## src/rtl/isq_pkg.sv

```systemverilog
// Shared definitions for the interrupt stacking sequencer.
// Assumes a byte-wide memory and a nine-byte register frame.
package isq_pkg;
    localparam int NSRC        = 5;
    localparam int SRC_W       = 3;
    localparam int FRAME_BYTES = 9;
    localparam int IDX_W       = 4;
    localparam int CCR_I_BIT   = 4;
    localparam int CCR_X_BIT   = 6;

    // Source codes double as priority rank (lower wins)
    localparam logic [SRC_W-1:0] SRC_NMI  = 3'd0;
    localparam logic [SRC_W-1:0] SRC_SOFT = 3'd1;
    localparam logic [SRC_W-1:0] SRC_PIN  = 3'd2;
    localparam logic [SRC_W-1:0] SRC_CAP  = 3'd3;
    localparam logic [SRC_W-1:0] SRC_TICK = 3'd4;

    // Frame byte slots, in push order
    localparam logic [IDX_W-1:0] FB_PCL = 4'd0;
    localparam logic [IDX_W-1:0] FB_PCH = 4'd1;
    localparam logic [IDX_W-1:0] FB_IYL = 4'd2;
    localparam logic [IDX_W-1:0] FB_IYH = 4'd3;
    localparam logic [IDX_W-1:0] FB_IXL = 4'd4;
    localparam logic [IDX_W-1:0] FB_IXH = 4'd5;
    localparam logic [IDX_W-1:0] FB_A   = 4'd6;
    localparam logic [IDX_W-1:0] FB_B   = 4'd7;
    localparam logic [IDX_W-1:0] FB_CCR = 4'd8;

    typedef enum logic [2:0] {
        ST_IDLE,
        ST_PUSH,
        ST_VHI,
        ST_VLO,
        ST_POP,
        ST_FIN
    } seq_state_e;
endpackage

```

## src/rtl/isq_sync.sv

```systemverilog
// Multi-stage synchroniser for a bank of asynchronous request pins.
// Assumes the inputs are level signals that stay high until serviced.
module isq_sync #(
    parameter int WIDTH  = 2,
    parameter int STAGES = 2
) (
    input  logic             clk,
    input  logic             rst_n,
    input  logic [WIDTH-1:0] async_in,
    output logic [WIDTH-1:0] sync_out
);
    for (genvar g = 0; g < WIDTH; g++) begin : g_bit
        logic [STAGES-1:0] chain;

        // Shift each pin through its own flop chain
        always_ff @(posedge clk) begin
            if (!rst_n) begin
                chain <= '0;
            end else begin
                chain <= {chain[STAGES-2:0], async_in[g]};
            end
        end

        assign sync_out[g] = chain[STAGES-1];
    end
endmodule

```

## src/rtl/isq_arbiter.sv

```systemverilog
// Masks requests with the CCR mask bits and picks the highest-priority
// one. Index 0 has the highest priority. Purely combinational.
module isq_arbiter
    import isq_pkg::*;
#(
    parameter int              N       = NSRC,
    parameter logic [N-1:0]    X_GATED = 5'b00001,
    parameter logic [N-1:0]    I_GATED = 5'b11100
) (
    input  logic [N-1:0]     req,
    input  logic             mask_i,
    input  logic             mask_x,
    output logic             hit,
    output logic [SRC_W-1:0] src
);
    logic [N-1:0] eligible;

    for (genvar g = 0; g < N; g++) begin : g_gate
        assign eligible[g] = req[g]
                           & ~(X_GATED[g] & mask_x)
                           & ~(I_GATED[g] & mask_i);
    end

    // Fixed-priority pick: the lowest eligible index wins
    always_comb begin
        src = '0;
        for (int i = N - 1; i >= 0; i--) begin
            if (eligible[i]) src = SRC_W'(i);
        end
    end

    assign hit = |eligible;
endmodule

```

## src/rtl/irq_stack_seq.sv

```systemverilog
// Interrupt entry and return stacking sequencer.
// On entry: stacks nine bytes downward, sets mask bits, fetches a
// two-byte vector. On return: reads nine bytes upward, restores them.
// Assumes memory read data is valid in the same cycle as mem_rd.
module irq_stack_seq
    import isq_pkg::*;
#(
    parameter int          ADDR_W    = 16,
    parameter int          SYNC_STG  = 2,
    parameter logic [15:0] VEC_NMI   = 16'hFFF4,
    parameter logic [15:0] VEC_SOFT  = 16'hFFF6,
    parameter logic [15:0] VEC_PIN   = 16'hFFF2,
    parameter logic [15:0] VEC_CAP   = 16'hFFEC,
    parameter logic [15:0] VEC_TICK  = 16'hFF00
) (
    input  logic              clk,
    input  logic              rst_n,
    input  logic              pin_irq,
    input  logic              pin_nmi,
    input  logic              soft_trap,
    input  logic              cap_req,
    input  logic              tick_req,
    input  logic              insn_done,
    input  logic              ret_req,
    input  logic [15:0]       snap_pc,
    input  logic [15:0]       snap_iy,
    input  logic [15:0]       snap_ix,
    input  logic [7:0]        snap_a,
    input  logic [7:0]        snap_b,
    input  logic [7:0]        snap_ccr,
    input  logic [ADDR_W-1:0] snap_sp,
    output logic [ADDR_W-1:0] mem_addr,
    output logic              mem_wr,
    output logic              mem_rd,
    output logic [7:0]        mem_wdata,
    input  logic [7:0]        mem_rdata,
    output logic              busy,
    output logic              load_valid,
    output logic              load_is_ret,
    output logic              ack,
    output logic [SRC_W-1:0]  ack_src,
    output logic [15:0]       out_pc,
    output logic [15:0]       out_iy,
    output logic [15:0]       out_ix,
    output logic [7:0]        out_a,
    output logic [7:0]        out_b,
    output logic [7:0]        out_ccr,
    output logic [ADDR_W-1:0] out_sp
);
    localparam logic [IDX_W-1:0] LAST_IDX = IDX_W'(FRAME_BYTES - 1);

    seq_state_e          state;
    logic [IDX_W-1:0]    idx;
    logic [ADDR_W-1:0]   sp;
    logic [SRC_W-1:0]    src_q;
    logic                is_ret_q;
    logic [7:0]          frame [FRAME_BYTES];
    logic [1:0]          pins_s;
    logic [NSRC-1:0]     req_vec;
    logic                arb_hit;
    logic [SRC_W-1:0]    arb_src;
    logic [ADDR_W-1:0]   vbase;
    logic [7:0]          mask_set;

    isq_sync #(.WIDTH(2), .STAGES(SYNC_STG)) u_sync (
        .clk      (clk),
        .rst_n    (rst_n),
        .async_in ({pin_nmi, pin_irq}),
        .sync_out (pins_s)
    );

    // Request vector ordered by priority rank
    assign req_vec = {tick_req, cap_req, pins_s[0], soft_trap, pins_s[1]};

    isq_arbiter #(.N(NSRC)) u_arb (
        .req    (req_vec),
        .mask_i (snap_ccr[CCR_I_BIT]),
        .mask_x (snap_ccr[CCR_X_BIT]),
        .hit    (arb_hit),
        .src    (arb_src)
    );

    // Vector table base for the captured source
    always_comb begin
        case (src_q)
            SRC_NMI:  vbase = ADDR_W'(VEC_NMI);
            SRC_SOFT: vbase = ADDR_W'(VEC_SOFT);
            SRC_PIN:  vbase = ADDR_W'(VEC_PIN);
            SRC_CAP:  vbase = ADDR_W'(VEC_CAP);
            default:  vbase = ADDR_W'(VEC_TICK);
        endcase
    end

    // Mask bits applied once the CCR byte is on the stack
    always_comb begin
        mask_set = 8'h00;
        mask_set[CCR_I_BIT] = 1'b1;
        if (src_q == SRC_NMI) mask_set[CCR_X_BIT] = 1'b1;
    end

    // Sequencer state, stack pointer and frame register file
    always_ff @(posedge clk) begin
        if (!rst_n) begin
            state    <= ST_IDLE;
            idx      <= '0;
            sp       <= '0;
            src_q    <= '0;
            is_ret_q <= 1'b0;
            for (int i = 0; i < FRAME_BYTES; i++) frame[i] <= 8'h00;
        end else begin
            case (state)
                ST_IDLE: begin
                    if (ret_req) begin
                        state    <= ST_POP;
                        idx      <= LAST_IDX;
                        sp       <= snap_sp;
                        is_ret_q <= 1'b1;
                    end else if (insn_done && arb_hit) begin
                        state         <= ST_PUSH;
                        idx           <= '0;
                        sp            <= snap_sp;
                        src_q         <= arb_src;
                        is_ret_q      <= 1'b0;
                        frame[FB_PCL] <= snap_pc[7:0];
                        frame[FB_PCH] <= snap_pc[15:8];
                        frame[FB_IYL] <= snap_iy[7:0];
                        frame[FB_IYH] <= snap_iy[15:8];
                        frame[FB_IXL] <= snap_ix[7:0];
                        frame[FB_IXH] <= snap_ix[15:8];
                        frame[FB_A]   <= snap_a;
                        frame[FB_B]   <= snap_b;
                        frame[FB_CCR] <= snap_ccr;
                    end
                end
                ST_PUSH: begin
                    sp <= sp - ADDR_W'(1);
                    if (idx == LAST_IDX) begin
                        state         <= ST_VHI;
                        frame[FB_CCR] <= frame[FB_CCR] | mask_set;
                    end else begin
                        idx <= idx + IDX_W'(1);
                    end
                end
                ST_VHI: begin
                    frame[FB_PCH] <= mem_rdata;
                    state         <= ST_VLO;
                end
                ST_VLO: begin
                    frame[FB_PCL] <= mem_rdata;
                    state         <= ST_FIN;
                end
                ST_POP: begin
                    frame[idx] <= mem_rdata;
                    sp         <= sp + ADDR_W'(1);
                    if (idx == '0) state <= ST_FIN;
                    else           idx   <= idx - IDX_W'(1);
                end
                default: state <= ST_IDLE;
            endcase
        end
    end

    // Memory port drive per state
    always_comb begin
        mem_addr  = '0;
        mem_wr    = 1'b0;
        mem_rd    = 1'b0;
        mem_wdata = 8'h00;
        case (state)
            ST_PUSH: begin
                mem_addr  = sp;
                mem_wr    = 1'b1;
                mem_wdata = frame[idx];
            end
            ST_VHI: begin
                mem_addr = vbase;
                mem_rd   = 1'b1;
            end
            ST_VLO: begin
                mem_addr = vbase + ADDR_W'(1);
                mem_rd   = 1'b1;
            end
            ST_POP: begin
                mem_addr = sp + ADDR_W'(1);
                mem_rd   = 1'b1;
            end
            default: ;
        endcase
    end

    // Status and register outputs
    assign busy        = (state == ST_PUSH) || (state == ST_VHI) ||
                         (state == ST_VLO)  || (state == ST_POP);
    assign load_valid  = (state == ST_FIN);
    assign load_is_ret = is_ret_q;
    assign ack         = (state == ST_FIN) && !is_ret_q;
    assign ack_src     = src_q;
    assign out_pc      = {frame[FB_PCH], frame[FB_PCL]};
    assign out_iy      = {frame[FB_IYH], frame[FB_IYL]};
    assign out_ix      = {frame[FB_IXH], frame[FB_IXL]};
    assign out_a       = frame[FB_A];
    assign out_b       = frame[FB_B];
    assign out_ccr     = frame[FB_CCR];
    assign out_sp      = sp;
endmodule

```

## config.mk

```make
export PLATFORM = sky130hd
export DESIGN_NAME = irq_stack_seq
export DESIGN_NICKNAME = d
export VERILOG_FILES = /design/src/rtl/isq_pkg.sv /design/src/rtl/isq_sync.sv /design/src/rtl/isq_arbiter.sv /design/src/rtl/irq_stack_seq.sv
export SDC_FILE = /design/constraint.sdc
export NUM_CORES = 1
export LEC_CHECK = 0
export BUFFER_PORTS_ARGS = -buffer_cell sky130_fd_sc_hd__buf_2
export CORE_MARGIN = 8
export CORE_UTILIZATION = 48
export CTS_CLUSTER_SIZE = 30
export DETAILED_ROUTE_END_ITERATION = 8
export GPL_TIMING_DRIVEN = 0
export PLACE_DENSITY = 0.86
export SLEW_MARGIN = 0
export SYNTH_ARGS = -nofsm -noshare
export SYNTH_HDL_FRONTEND = slang
export SYNTH_SLANG_ARGS = --single-unit
export TNS_END_PERCENT = 20
```

## constraint.sdc

```tcl
create_clock -name clk -period 2.6 [get_ports clk]
set_clock_uncertainty 0.15 [all_clocks]
set_input_delay 0.52 -clock clk [delete_from_list [all_inputs] [get_ports clk]]
set_output_delay 0.52 -clock clk [all_outputs]
set_load 0.1 [all_outputs]
```

==> flow_metrics.tcl, run 1 <==
set metrics [dict create \
    synth_area_um2 8580 \
    core_um2 17800 \
    maxCapViolations 0 \
    wirelength_um 41800 \
    critPathKind "flip-flop to output port" \
    grt_overflow 0 \
    drcViolationCount 28 \
    synth_xor_xnor_area_share 0.0153 \
    vdd_drop_max_mv 0.651 \
    synth_flop_cell "edfxtp_1" \
    synthMuxAreaShare 0.123 \
    via_count 9397 \
    initial_core_util 0.482 \
    detail_route.iter0.violations 1854 \
    place_hpwl_um 23800 \
    syn_avg_cell_area_um2 11.4 \
    dieArea_um2 22400 \
    nNetsFinal 1154 \
    stdcell_area_um2 12400 \
    yosysTopAreaCellShare 0.448 \
    synth_area_leaders "edfxtp_1 45%, mux4_2 11%, dfxtp_1 8.2%, o21ai_0 4.8%, nand2_1 4.7%" \
    power_density_nw_per_um2 869 \
    finalHoldViolations 0 \
    die_y_um 150 \
    synth_top_family_by_area "compound AO/OA/AOI/OAI gates" \
    rows 49 \
    clkSlewWorstSetupHoldPaths_ns 0.07 \
    synth_compound_area_frac 0.149 \
    slew_violations 0 \
    pin_count 226 \
    grt_pass1_vias 8748 \
    r2r_setup_slack_ns -0.42 \
    drt-vias-per-instance 7.30 \
    ant_nets 0 \
    place_ws_ns -0.877 \
    synth_edf_count 128 \
    crit_required_ns 1.93 \
    die_w_um 150 \
    cts_num_sinks 163 \
    clk_path_buf_depth 2 \
    fin_cells 1287 \
    avgRoutedWirePerCell_um 32.5 \
    netlist-cell-type-count 68 \
    violations "DRC, setup timing" \
    setup_slack_ns -0.686 \
    cts_root_buf "clkbuf_16" \
    cts_tree "built" \
    arrival_ns 2.62 \
    slew_headroom 0.368 \
    worstRegToRegCells 7 \
    setup-tns-final_ns -34.90 \
    synth-seq-cells 163 \
    p_leak_nw 4.83 \
    worst_pin_slew_ns 0.943 \
    grt_pass1_wl_um 53700 \
    synth_fp_nets 861 \
    final_common_cell "buf_2" \
    rsz0062_at_grt "true" \
    hold_path.class "primary input to flip-flop" \
    outcome "complete, but fails checks" \
    fmax_ghz 0.304 \
    utilization 0.696 \
    start_kind "flip-flop" \
    fin_crit_ns 3.29 \
    drtPass1Iterations 9 \
    syn_inst 751 \
    place_inst 1207 \
    antenna_found_initial 4 \
    yosysSeqAreaShare 0.530 \
    gp_congestion 0.971 \
    synth_area_leader_cell "edfxtp_1" \
    period_share 1.26 \
    synthToLayoutAreaGrowth_pct 44.2 \
    io_buffers 225 \
    grt_max_degree 17 \
    synth_fa_ha_area_frac 0.00817 \
    setup_viol 221 \
    cts_made_buffers 17 \
    place_area_um2 10300 \
    timing.rr.start "state[0]" \
    drive_above_1_share 0.484 \
    cts_max_level 4 \
    worstPathMaxFanout 10 \
    synth-simple-area-share 0.138 \
    r2r-end "out_sp[0]" \
    crit_end "mem_wdata[1]" \
    cp-end-kind "output port" \
    clk-insertion-delay-late_ns 0.45 \
    yosys_warnings 0 \
    final_cell_mix "203 x buf_2, 128 x edfxtp_1, 90 x nand2_1, 71 x o21ai_0, 47 x buf_4" \
    grt_use_total 0.323 \
    synthArstFlopShare 0 \
]
-- metrics by stage --
step,hold WS (ns),power (mW)
5_1_grt,0.140,10.9
3_5_place_dp,0.269,7.23
3_3_place_gp,0.266,7.19
4_1_cts,0.128,10.1
6_report,0.125,10.7
2_1_floorplan,0.262,6.37
-- layout make-up --
type / count / area, µm²
diodes: 1 / 2.50
multi-input cells: 511 / 4430
repair buffers: 283 / 2000
well taps: 229 / 287
inverters: 23 / 101
flip-flops and latches: 163 / 4600
clock buffers: 19 / 433
plain buffers: 45 / 402
fillers: 1043 / 5410
clock inverters: 13 / 104
-- worst min path at each step --
| stage | from | end | slack, ns | depth (start not counted) |
|---|---|---|---|---|
| final | pin_nmi | u_sync.g_bit[1].chain[0] | 0.13 | 2 |
| after global routing | pin_nmi | u_sync.g_bit[1].chain[0] | 0.14 | 2 |
| after CTS | pin_nmi | u_sync.g_bit[1].chain[0] | 0.13 | 2 |
| after detailed placement | u_sync.g_bit[0].chain[0] | u_sync.g_bit[0].chain[1] | 0.27 | 1 |
| after global placement | u_sync.g_bit[0].chain[0] | u_sync.g_bit[0].chain[1] | 0.27 | 1 |
| after floorplan | u_sync.g_bit[0].chain[0] | u_sync.g_bit[0].chain[1] | 0.26 | 1 |
-- sequential cells by signal (all words and copies together), names as in the netlist, named ones only --
signal,count
frame,128
out_sp,16
idx,4
u_sync.g_bit.chain,4
ack_src,3
state,3
load_is_ret,1
-- where the power goes --
part           internal (mW)  switching [mW]  leakage, nW
Clock                   1.24            1.16        0.250
Combinational           1.47            3.58         3.01
Sequential              3.07           0.222         1.56
Total                   5.78            4.96         4.83
-- logic make-up (layout without fill, tap and decap cells) --
| family | count (synthesis) | after routing |
|---|---|---|
| and+or+nand+nor | 245 | 245 |
| muxes | 48 | 48 |
| adders and majority gates | 5 | 5 |
| DFF | 163 | 163 |
| xor gates and xnor gates | 15 | 15 |
| AOI/OAI and AO/OA | 198 | 198 |
| other | 0 | 1 |
| buffers and inverters | 77 | 383 |
-- worst max-delay path, cell delays in order (launching register included) --
cell	delay [ns]
dfxtp_4	0.43
buf_12	0.18
mux4_2	0.59
mux4_2	0.54
and2_1	0.22
buf_6	0.19
-- timing repair --
| action | 4_1_cts | 5_1_grt |
|---|---|---|
| pin swaps | 27 | 17 |
| cloned | 1 | 1 |
| gates resized for setup | 230 | 85 |
| hold buffers | 0 | 0 |
| endpoints found under the setup margin | 184 | 255 |
| buffers inserted | 42 | 13 |
-- metal layers --
metal	share of wire	track usage
met2	0.43	0.498
met5	0.00096	0
met4	0.099	0.197
met3	0.18	0.115
met1	0.29	0.383
-- cell usage after synthesis, types with 3 or more instances --
cell,instances
edfxtp_1,128
nand2_1,107
o21ai_0,83
mux4_2,40
nor2_1,37
dfxtp_1,35
clkbuf_1,34
a21oi_1,30
inv_1,21
nor3_1,21
nand3_1,19
and2_1,12
buf_2,11
a221o_1,9
a22o_1,9
a31oi_1,9
buf_1,8
nand2b_1,8
o22ai_1,8
or3_1,8
xor2_1,8
o211ai_1,7
xnor2_1,7
a221oi_1,6
mux2i_4,6
nor2b_1,5
nor4_1,5
a211oi_1,4
ha_1,4
nand4_1,4
a211o_1,3
a22oi_1,3
a311oi_1,3
o211a_1,3
o21ai_1,3
o221a_2,3
No activity file was read; power rests on OpenSTA's default activity.
==> run 2, diff against run 1 <==
PLACE_DENSITY = 0.85   (was 0.86)
SYNTH_HIERARCHICAL = 1   (was default)
==> run 2 against run 1 <==
  * The run ends with setup timing left
  * Clock power about the same
  * Critical path depth unchanged
  * Combinational power up 76%
  * Wire length down 13%
  * Cell count about the same
  * Sequential share of layout area up 0.19 points
  * Sequential cell count unchanged
  * Worst hold slack better by 0.015 ns
  * Global-route usage down 2.2 points
  * Critical path type unchanged
==> flow_metrics.tcl, run 2 <==
set metrics [dict create \
    setup_slack_ns -0.616 \
    seqPwrFrac 0.244 \
    place_hpwl_um 23400 \
    clkPwrFrac 0.161 \
    synth_area_leaders "edfxtp_1 44%, mux4_2 10%, dfxtp_1 8.1%, o21ai_0 4.9%, nand2_1 4.1%" \
    gp_congestion 0.950 \
    nNetsFinal 1154 \
    grt_use_total 0.301 \
    cp_top_family "multiplexers" \
    worstPathMaxFanout 10 \
    regArea_um2 4600 \
    place_ws_ns -0.757 \
    drive_above_1_share 0.481 \
    fmax_ghz 0.311 \
    dieArea_um2 22600 \
    yosysMostFrequentCell "edfxtp_1" \
    critPathKind "flip-flop to output port" \
    vdd_drop_max_mv 0.780 \
    cts_tree "built" \
    start_kind "flip-flop" \
    clkSlewWorstSetupHoldPaths_ns 0.07 \
    drt-vias-per-instance 6.79 \
    largest_reg_flops 128 \
    multi_input_area_um2 4310 \
    die_y_um 150 \
    synth-seq-cells 163 \
    via_count 8747 \
    grt_pass1_wl_um 51100 \
    synthToLayoutAreaGrowth_pct 41.9 \
    place_area_um2 10300 \
    power.total_mw 15.0 \
    netlist-cell-type-count 80 \
    violations "setup timing" \
    p_leak_nw 4.77 \
    wirelength_um 36500 \
    yosysTopAreaCellShare 0.444 \
    finalHoldViolations 0 \
    final_cell_mix "203 x buf_2, 128 x edfxtp_1, 83 x nand2_1, 72 x o21ai_0, 67 x buf_4" \
    crit_chain "buf_4, mux4_2, mux4_2, and2_1, buf_6" \
    switching_share 0.510 \
    cpPeakStageDelay_ns 0.51 \
    synthArstFlopShare 0 \
    rsz0062_at_grt "true" \
    cts_num_sinks 163 \
    clk_path_buf_depth 2 \
    maxCapViolations 0 \
    drtPass1Iterations 9 \
    crit_buf_inv 2 \
    cts_max_level 4 \
    final_common_cell "buf_2" \
    initial_core_util 0.486 \
    slew_violations 0 \
    core_um2 17800 \
    combPwrFrac 0.595 \
    yosys_warnings 6 \
    crit_slowest_cell "dfxtp_1" \
    fillers 1125 \
    cts_root_buf "clkbuf_16" \
    arrival_ns 2.55 \
    antenna_found_initial 1 \
    fin_cells 1288 \
    cp-end-kind "output port" \
    timing.rr.start "state[1]" \
    synth_fp_nets 860 \
    grt_overflow 0 \
    stdcell_area_um2 12300 \
    period_share 1.24 \
    avgRoutedWirePerCell_um 28.3 \
    die_w_um 150 \
    slew_headroom 0.361 \
    fin_crit_ns 3.22 \
    power_density_nw_per_um2 1220 \
    crit_required_ns 1.93 \
    outcome "complete, but fails checks" \
    worst_pin_slew_ns 0.955 \
    cp_common_cell "mux4_2" \
    yosys-top-cells-count "128 x edfxtp_1, 94 x nand2_1, 84 x o21ai_0" \
    synth_area_leader_cell "edfxtp_1" \
    grt_pass1_vias 8496 \
    pin_count 226 \
    drcViolationCount 0 \
    rows 49 \
    hp-start "pin_nmi" \
    syn_inst 750 \
    grt_max_degree 17 \
    io_buffers 225 \
    cts_made_buffers 17 \
    ant_nets 0 \
    synth_edf_count 128 \
    intPower_mw 7.33 \
    synth_flop_cell "edfxtp_1" \
    yosysSeqAreaShare 0.524 \
    place_inst 1204 \
    syn_avg_cell_area_um2 11.6 \
    synth_area_um2 8660 \
    switchingPower_mw 7.64 \
    cts_hold_buf 0 \
    detail_route.iter0.violations 1198 \
    clk-insertion-delay-late_ns 0.44 \
    top_register "frame" \
    utilization 0.689 \
    hold_path.class "primary input to flip-flop" \
    setup_viol 28 \
]
run 2: what timing repair did:
item / in CTS / in global routing
cloned: 1 / 2
pin swaps: 26 / 12
setup endpoints to repair: 213 / 265
gates resized for setup: 206 / 57
buffers inserted: 53 / 4
run 2: routing by layer:
layer,track usage,part of all wire,up-vias
met5,0,0,-
met4,0.191,0.076,0
met3,0.0938,0.16,249
met2,0.465,0.45,973
met1,0.360,0.32,4072
li1,-,-,3453
run 2: logic make-up (layout without fill, tap and decap cells):
kind of cell	after synthesis	in the layout	share of synthesized area
and+or+nand+nor	230	230	0.135
AOI/OAI and AO/OA	202	202	0.150
DFF	163	163	0.524
buffers and inverters	82	389	0.0487
muxes	50	50	0.116
xor gates and xnor gates	18	18	0.0182
adders and majority gates	5	5	0.00809
other	0	2	0
run 2: final timing paths:
path / end / slack, ns / cells after the start
setup / recovery: mem_wdata[2] / -0.62 / 5
hold / removal: u_sync/g_bit[1].chain[0] / 0.14 / 2
setup reg to reg: frame[3][5] / -0.08 / 10
hold reg to reg: u_sync/g_bit[1].chain[1] / 0.28 / 1
run 2: layout make-up:
| type | count | area share |
|---|---|---|
| clock inverters | 14 | 0.0102 |
| inverters | 23 | 0.00844 |
| clock buffers | 18 | 0.0349 |
| diodes | 2 | 0.000407 |
| flip-flops and latches | 163 | 0.374 |
| well taps | 229 | 0.0233 |
| plain buffers | 50 | 0.0373 |
| multi-input cells | 505 | 0.350 |
| repair buffers | 284 | 0.161 |
run 2: power groups by stage:
stage                     logic (mW)  clock network (mW)  registers, mW
after floorplan                 3.81                   0           5.50
after global placement          7.14                   0           3.61
after detailed placement        7.18                   0           3.63
after CTS                       8.24                2.39           3.61
after global routing            9.12                2.51           3.69
final                           8.91                2.41           3.66
run 2: stage by stage:
| step | hold WS, ns | setup TNS, ns |
|---|---|---|
| after floorplan | 0.262 | -6.46 |
| after global placement | 0.264 | -77.73 |
| after detailed placement | 0.270 | -90.37 |
| after CTS | 0.131 | -4.68 |
| after global routing | 0.149 | -6.89 |
| final | 0.140 | -5.58 |
